==> src/rtl/txring_pkg.sv <==
package txring_pkg;
   localparam int unsigned WORD_W      = 32;
   localparam int unsigned OWN_BIT     = 31;
   localparam logic [31:0] CTRL_FRAME  = 32'hE100_0000;
   localparam logic [31:0] CTRL_IDLE   = 32'h0100_0000;
   localparam logic [31:0] STAT_OWNED  = 32'h8000_0000;

   typedef enum logic [1:0] {
      WSEL_STATUS = 2'd0,
      WSEL_CTRL   = 2'd1,
      WSEL_BUF    = 2'd2,
      WSEL_LINK   = 2'd3
   } word_sel_e;
endpackage

==> src/rtl/txring_slot.sv <==
module txring_slot
   import txring_pkg::*;
(
   input  logic              clk,
   input  logic              rst,
   input  logic              fill,
   input  logic [WORD_W-1:0] fill_ctrl,
   input  logic [WORD_W-1:0] fill_buf,
   input  logic              done,
   input  logic [WORD_W-2:0] done_status,
   output logic [WORD_W-1:0] status_q,
   output logic [WORD_W-1:0] ctrl_q,
   output logic [WORD_W-1:0] buf_q
);
   always_ff @(posedge clk) begin
      if (rst) begin
         status_q <= '0;
         ctrl_q   <= CTRL_IDLE;
         buf_q    <= '0;
      end else if (fill) begin
         status_q <= STAT_OWNED;
         ctrl_q   <= fill_ctrl;
         buf_q    <= fill_buf;
      end else if (done && status_q[OWN_BIT]) begin
         status_q <= {1'b0, done_status};
      end
   end
endmodule

==> src/rtl/txring_pick.sv <==
module txring_pick #(
   parameter int unsigned SLOTS = 16,
   localparam int unsigned IDX_W = $clog2(SLOTS)
) (
   input  logic [SLOTS-1:0] owned,
   input  logic [IDX_W-1:0] start,
   output logic [IDX_W-1:0] pick,
   output logic             any_free
);
   always_comb begin
      pick     = start;
      any_free = 1'b0;
      for (int k = SLOTS - 1; k >= 0; k--) begin
         logic [IDX_W-1:0] cand;
         cand = start + IDX_W'(k);
         if (!owned[cand]) begin
            pick     = cand;
            any_free = 1'b1;
         end
      end
   end
endmodule

==> src/rtl/txring_mgr.sv <==
module txring_mgr
   import txring_pkg::*;
#(
   parameter int unsigned SLOTS      = 16,
   parameter int unsigned LEN_W      = 11,
   parameter int unsigned MIN_LEN    = 60,
   parameter int unsigned DESC_BYTES = 16,
   parameter logic [31:0] RING_BASE  = 32'h0000_1000,
   parameter bit          PAD_EN     = 1'b1,
   localparam int unsigned IDX_W     = $clog2(SLOTS)
) (
   input  logic              clk,
   input  logic              rst,
   input  logic              sub_valid,
   output logic              sub_ready,
   input  logic [LEN_W-1:0]  sub_len,
   input  logic [31:0]       sub_addr,
   output logic              poll_demand,
   input  logic [IDX_W-1:0]  cons_rd_idx,
   input  logic [1:0]        cons_rd_sel,
   output logic [31:0]       cons_rd_data,
   input  logic              cons_done_valid,
   input  logic [IDX_W-1:0]  cons_done_idx,
   input  logic [30:0]       cons_done_status
);
   if (SLOTS < 2 || (1 << IDX_W) != SLOTS)
      $error("txring_mgr: SLOTS must be a power of two, at least 2");
   if (LEN_W > 24)
      $error("txring_mgr: LEN_W must fit below the control flags");
   if (MIN_LEN >= (1 << LEN_W))
      $error("txring_mgr: MIN_LEN does not fit in LEN_W bits");

   logic [SLOTS-1:0]  own_mask;
   logic [IDX_W-1:0]  fill_ptr_q;
   logic [IDX_W-1:0]  pick_idx;
   logic              any_free;
   logic              accept;
   logic [LEN_W-1:0]  fill_len;
   logic [31:0]       fill_ctrl;
   logic [31:0]       st_w [SLOTS];
   logic [31:0]       ct_w [SLOTS];
   logic [31:0]       bf_w [SLOTS];

   txring_pick #(.SLOTS(SLOTS)) u_pick (
      .owned    (own_mask),
      .start    (fill_ptr_q),
      .pick     (pick_idx),
      .any_free (any_free)
   );

   assign sub_ready = any_free;
   assign accept    = sub_valid && any_free;

   if (PAD_EN) begin : g_pad
      assign fill_len = (sub_len < LEN_W'(MIN_LEN)) ? LEN_W'(MIN_LEN) : sub_len;
   end else begin : g_nopad
      assign fill_len = sub_len;
   end

   assign fill_ctrl = CTRL_FRAME | {{(32-LEN_W){1'b0}}, fill_len};

   for (genvar i = 0; i < SLOTS; i++) begin : g_slot
      txring_slot u_slot (
         .clk         (clk),
         .rst         (rst),
         .fill        (accept && (pick_idx == IDX_W'(i))),
         .fill_ctrl   (fill_ctrl),
         .fill_buf    (sub_addr),
         .done        (cons_done_valid && (cons_done_idx == IDX_W'(i))),
         .done_status (cons_done_status),
         .status_q    (st_w[i]),
         .ctrl_q      (ct_w[i]),
         .buf_q       (bf_w[i])
      );
      assign own_mask[i] = st_w[i][OWN_BIT];
   end

   always_ff @(posedge clk) begin
      if (rst) begin
         fill_ptr_q  <= '0;
         poll_demand <= 1'b0;
      end else begin
         poll_demand <= accept;
         if (accept)
            fill_ptr_q <= pick_idx + 1'b1;
      end
   end

   logic [IDX_W-1:0] link_idx;
   assign link_idx = cons_rd_idx + 1'b1;

   always_comb begin
      case (word_sel_e'(cons_rd_sel))
         WSEL_STATUS: cons_rd_data = st_w[cons_rd_idx];
         WSEL_CTRL:   cons_rd_data = ct_w[cons_rd_idx];
         WSEL_BUF:    cons_rd_data = bf_w[cons_rd_idx];
         default:     cons_rd_data = RING_BASE + 32'(link_idx) * 32'(DESC_BYTES);
      endcase
   end
endmodule

==> config.mk <==
export PLATFORM = sky130hd
export DESIGN_NAME = txring_mgr
export DESIGN_NICKNAME = d
export VERILOG_FILES = /design/src/rtl/txring_pkg.sv /design/src/rtl/txring_slot.sv /design/src/rtl/txring_pick.sv /design/src/rtl/txring_mgr.sv
export SDC_FILE = /design/constraint.sdc
export NUM_CORES = 2
export LEC_CHECK = 0
export BUFFER_PORTS_ARGS = -buffer_cell sky130_fd_sc_hd__buf_2
export CAP_MARGIN = 20
export CORE_ASPECT_RATIO = 1.1
export CORE_UTILIZATION = 38
export DETAILED_ROUTE_END_ITERATION = 12
export HOLD_SLACK_MARGIN = 0.06
export PLACE_DENSITY = 0.57
export REMOVE_ABC_BUFFERS = 1
export SYNTH_ARGS = -nofsm -noshare
export SYNTH_HDL_FRONTEND = slang
export SYNTH_SLANG_ARGS = --single-unit
==> constraint.sdc <==
create_clock -name clk -period 8.14 [get_ports clk]
set_input_delay 2.035 -clock clk [delete_from_list [all_inputs] [get_ports clk]]
set_output_delay 2.035 -clock clk [all_outputs]
set_load 0.02 [all_outputs]
Word level (Yosys, flattened, before mapping)
Index checks and enable logic that the tools add are counted.
- register bits: 1221
- input bits: 88
- word-level logic and storage cells: 326
- add/subtract/negate cells: 18
- magnitude comparators: 18
- equal/unequal tests: 32
- muxes and demuxes: 107
- bitwise logic cells: 1
- reduce and logical (&&, ||, !) cells: 84
- operator list (operator ; count):
    32-bit two-way mux ; 38
    32-bit binary-select mux with 4-bit select ; 3
    32-bit case mux with 3 select lines ; 1
    4-bit by 5-bit < comparator with 1-bit output (second input constant) ; 16
    1-bit binary-select mux with 4-bit select ; 16
    4-bit == test (second input constant) ; 16
    4-bit two-way mux ; 16
    1-bit logical AND ; 49
    4-bit adder (second input constant) ; 8
    4-bit by 3-bit == test with 1-bit output (second input constant) ; 8
    1-bit two-way mux ; 32
    2-bit nonzero test ; 16
    2-bit OR reduction ; 16
    4-bit by 3-bit adder with 4-bit output (second input constant) ; 4
    4-bit by 2-bit == test with 1-bit output (second input constant) ; 4
    13-bit by 8-bit adder with 14-bit output (first input constant) ; 1
    4-bit by 1-bit adder with 4-bit output (second input constant) ; 3
    11-bit by 6-bit < comparator with 1-bit output (second input constant) ; 1
    11-bit two-way mux ; 1
    4-bit by 2-bit adder with 4-bit output (second input constant) ; 2
    4-bit by 1-bit == test with 1-bit output (second input constant) ; 2
    4-bit logical NOT ; 2
    5-bit greater-or-equal comparator (second input constant) ; 1
    4-bit NOT with 5-bit output ; 1
    3 further kinds ; 3

Depth between registers and ports, before layout
- depth in word-level cells: 22
- mapped depth: 20
- mapped depth without buffers: 12

Cells and area by module
A second synthesis with hierarchy kept.
- cells, all modules: 7101
- area total of the unflattened synthesis: 76821.2 µm²
- modules (own cells, without submodules) (module ; times used ; cells an instance ; area each (µm²) ; seq. area each (µm²)):
    txring_slot ; 16 ; 353 ; 3814.9 ; 1921.8
    txring_mgr ; 1 ; 1215 ; 13655.6 ; 100.1
    txring_pick ; 1 ; 238 ; 2127.0 ; 0.0

Worst setup path after synthesis
No wires, ideal clock.
- path kind: input port to output port
- from: in cons_rd_idx[0]
- to: out cons_rd_data[3]
- data arrival time: 4.775 ns
- slack: 1.330 ns
- cell stages on the path: 7
- cells stage by stage: clkbuf_1 buf_1 clkbuf_1 mux4_2 mux4_2 mux2i_1 o21ai_0
- word-level cells in the longest chain between the ends: 5
- elaborated cells between the ends (all ways): 11
- classes of those cells: mux: 10; bitwise: 1
- ends and longest elaborated chain (what ; line ; RTL):
    start: declaration ; txring_mgr.sv:19 ; input logic [IDX_W-1:0] cons_rd_idx,
    4-bit NOT with 5-bit output (not written as such) (*) ; txring_mgr.sv:94, txring_mgr.sv:95, txring_mgr.sv:96 ;
    32-bit binary-select mux with 4-bit select (on tied branches) ; txring_mgr.sv:96, txring_mgr.sv:94, txring_mgr.sv:95 ;
    32-bit two-way mux (on tied branches) (2 in series) ; txring_mgr.sv:96, txring_mgr.sv:94, txring_mgr.sv:95 ;
    32-bit case mux with 3 select lines (*) ; txring_mgr.sv:93 ; case (word_sel_e'(cons_rd_sel))
    end: declaration ; txring_mgr.sv:21 ; output logic [31:0] cons_rd_data,
Mark *: on every way between the ends. The rest lies on a longest branch, timed or not. The select of a mux whose other input is x is not followed.

Final worst setup path
- from: in cons_rd_idx[1]
- to: out cons_rd_data[5]
- word-level cells in the longest chain between the ends: 5
- elaborated cells between the ends (all ways): 13
- classes of those cells: add/sub: 2; mux: 10; bitwise: 1
- ends and longest elaborated chain (what ; line):
    parallel branches: the longest is 4 deep, another holds 13-bit by 8-bit adder with 14-bit output ; --
    32-bit case mux with 3 select lines (*) ; txring_mgr.sv:93
Mark *: on every way between the ends. The select of a mux whose other input is x is not followed.

==> results.yml <==
logic_synthesis:
  synth-adder-area-share_pct: 0.1729
  yosysWarnings: 0
  ys_seq_area_share_pct: 42.21
  synthTopCellsByArea: "dfxtp_1 42%, mux2i_1 21%, mux4_2 16%"
  syn_inst: 5054
  synth-edff-count: 0
  synth_cell_types: 69
  yosysTopAreaCell: "dfxtp_1"
  async_reset_ff_share_pct: 0
  synthMuxAreaShare_pct: 37.45
  synth.cell_area_um2: 57900
  syn_area_per_cell_um2: 11.46
  synthSimpleGateAreaFrac_pct: 13.94
  synth_compound_area_share_pct: 1.558
  yosys_register_bits: 1221
  synth-xor-area-share_pct: 0.2701
  synth_top_family_by_area: "multiplexers"
  synth_top_cell_area_share_pct: 42.21
  synth_ff_type: "dfxtp_1"
critical_path:
  worstSetupStartpointType: "primary input"
  crit_end: "cons_rd_data[5]"
  startpoint: "cons_rd_idx[1]"
  r2r-start: "fill_ptr_q[1]"
  cp.required_ns: 6.11
  worstPathMaxFanout: 52
  reg2reg_to: "g_slot[13].u_slot.buf_q[0]"
  arrival_ns: 4.89
  criticalPathCategory: "primary input to primary output"
  r2r_slack_ns: 1.81
  ff2ff_path_depth: 14
  end_kind: "primary output"
timing:
  fin_skew_ns: 0.02194
  finalHoldWorstSlack_ns: 0.4501
  finalCritPeriodShare_pct: 85.04
  finalSetupViolCount: 0
  min_period_ns: 6.922
  worst_slew_pin_slew_ns: 1.097
  finalHoldViolCount: 0
  slew_headroom_pct: 26.89
  rsz0062_at_grt: "no"
  drv_slew: 0
  fin_ws_ns: 1.218
  fmax_mhz: 144.5
clock_network:
  cts_max_path_buffers: 3
  htreeDepth: 4
  clk_pin_slew_ns: 0.06
  cts_resized: 0
  clock-sinks: 1221
  worstSkewPairLatency_ns: 0.77
  cts_root_buffer: "clkbuf_16"
  cts_tree: "built"
  numCtsBuffers: 131
  holdBufCountCts: 0
  post_cts.repair.setup_buffers: 0
floorplanning:
  pin_count: 122
  row_count: 149
  floorplan.initialDensity_pct: 38.44
  die_h_um: 411.4
  dieWidth_um: 374.2
  core_um2: 150600
  fp.dieArea_um2: 153900
placed_design:
  dpl_cell_area_um2: 59940
  routabilityCongestion: 0.8732
  dp_slack_ns: 1.229
  port_buffers: 121
  dp.cells: 6698
  dpl.hpwl_um: 98830
route:
  drtIter0Drc: 3255
  num_vias: 38960
  drc: 0
  wl_per_cell_um: 25.28
  wirelength_um: 175400
  ant_nets: 0
  first_pass_iters: 5
  via_per_inst: 5.615
finish:
  area_growth_pct: 10.82
  nets: 4966
  num-fill-cells: 13990
  drive_gt1_share_pct: 18.28
  final_util_pct: 42.60
  design_area_um2: 64170
  finalNonFillerCells: 6939
pwr:
  power.density_nw_per_um2: 225.6
  seqPwrFrac_pct: 43.7
  ir_drop_uv: 201.7
  combPwrFrac_pct: 15.2
  sw_frac_of_total_pct: 27.99
  switching_power_w: 0.004053
  clkPwrFrac_pct: 41.0
  p_leak_nw: 26.33
  p_int_w: 0.01043
min_path:
  hold_class: "flop to flop"
  hold_depth: 2
global_route:
  use_met1_pct: 30.15
  grt_pass1_wl_um: 263500
  antenna_found_initial: 14
  busiest_layer: "met2"
  grt_overflow: 0
  track_usage_pct: 22.55
  first_global_vias: 39320
  use_met2_pct: 38.06
  use_met3_pct: 2.818
  grt_max_degree: 198
status:
  status: "completed"
job:
  drv_cap: 0
[cell families (layout without fill, tap and decap cells)]
| group | after synthesis | count (layout) |
|---|---|---|
| flops | 1221 | 1221 |
| simple gates | 1417 | 1417 |
| other cells | 0 | 3 |
| xor+xnor | 17 | 17 |
| buf+inv | 598 | 517 |
| fa+ha+maj | 8 | 8 |
| mux | 1654 | 1654 |
| compound gates | 139 | 139 |
[layout by cell type (no fill, tap or decap), types with 7 or more instances in the layout]
cell type	count
clkbuf_1	48
xnor2_1	12
clkbuf_8	22
nand2_1	43
dfxtp_1	1221
nor2_1	37
a21oi_1	55
o21ai_0	14
mux2i_1	1236
and3_2	16
clkbuf_16	135
clkinv_2	16
and2_1	7
buf_12	16
mux4_2	409
buf_4	106
buf_2	115
nor3_1	501
a211oi_1	8
ha_1	8
inv_1	37
nand3_4	8
nand2b_1	740
mux2_2	9
o22ai_1	8
[critical path, cell delays in order]
cell and delay [ns]:
buf_8 0.45, buf_4 0.33, mux4_2 0.31, mux4_2 0.46, a211oi_1 0.75, a21oi_1 0.15, buf_2 0.21
[per-layer routing]
layer  part of all wire (%)  vias to the layer above
met5                 0.0074                        -
met4                    2.5                        2
met3                    4.3                      255
met2                     49                     1060
met1                     44                    19830
li1                       -                    17810
[synth_stat cells (6+ instances only)]
cell      instances
nand2b_1        740
or3_1             9
and3_1           19
inv_1            37
a31oi_1           7
nand2_1          43
nor3b_1           7
buf_1            51
nand3b_1          6
nor4_1            6
and2_1            7
mux4_2          409
a211oi_1          8
buf_6            17
buf_4            17
o21ai_0          14
xnor2_1          13
buf_2            72
nand3_1          11
nor3_1          505
ha_1              8
o22ai_1           8
a21oi_1          55
nor2_1           37
dfxtp_1        1221
mux2_2            9
clkbuf_1        401
nor2b_1           6
mux2i_1        1236
[state kept, by name, summed over array words and instances, names as in the netlist]
register / count
poll_demand: 1
g_slot.u_slot.status_q: 512
g_slot.u_slot.ctrl_q: 192
g_slot.u_slot.buf_q: 512
fill_ptr_q: 4
[worst min path at each step]
stage / end / startpoint
2_1_floorplan: g_slot[10].u_slot.ctrl_q[29] / g_slot[10].u_slot.ctrl_q[29]
3_3_place_gp: g_slot[13].u_slot.ctrl_q[29] / g_slot[13].u_slot.ctrl_q[29]
3_5_place_dp: g_slot[6].u_slot.ctrl_q[29] / g_slot[6].u_slot.ctrl_q[29]
4_1_cts: g_slot[6].u_slot.ctrl_q[29] / g_slot[6].u_slot.ctrl_q[29]
5_1_grt: g_slot[12].u_slot.ctrl_q[29] / g_slot[12].u_slot.ctrl_q[29]
6_report: g_slot[6].u_slot.ctrl_q[29] / g_slot[6].u_slot.ctrl_q[29]
[power by group through the flow]
stage          sequential, W  clock, W  combinational [W]
3_5_place_dp         0.00646         0            0.00220
6_report             0.00633   0.00594            0.00221
2_1_floorplan        0.00644         0            0.00130
4_1_cts              0.00633   0.00606            0.00220
3_3_place_gp         0.00646         0            0.00218
5_1_grt              0.00636   0.00628            0.00233
[through the flow]
step	TNS, ns	total power (W)
after floorplan	-21.34	0.007747
after global placement	0	0.008642
after detailed placement	0	0.008661
after CTS	0	0.01460
after global routing	0	0.01497
final	0	0.01448
[area by class of cell]
cell class | instances | area [um^2] | area share (%)
Multi-Input combinational cell | 3235 | 31140 | 48.54
Sequential cell | 1221 | 24440 | 38.09
Clock buffer | 204 | 3847 | 5.996
Tap cell | 1963 | 2456 | 3.828
Timing Repair Buffer | 242 | 1762 | 2.745
Clock inverter | 32 | 359.1 | 0.5596
Inverter | 39 | 148.9 | 0.2320
Antenna cell | 3 | 7.507 | 0.01170
Note: power is estimated with default switching activity, not from simulation.
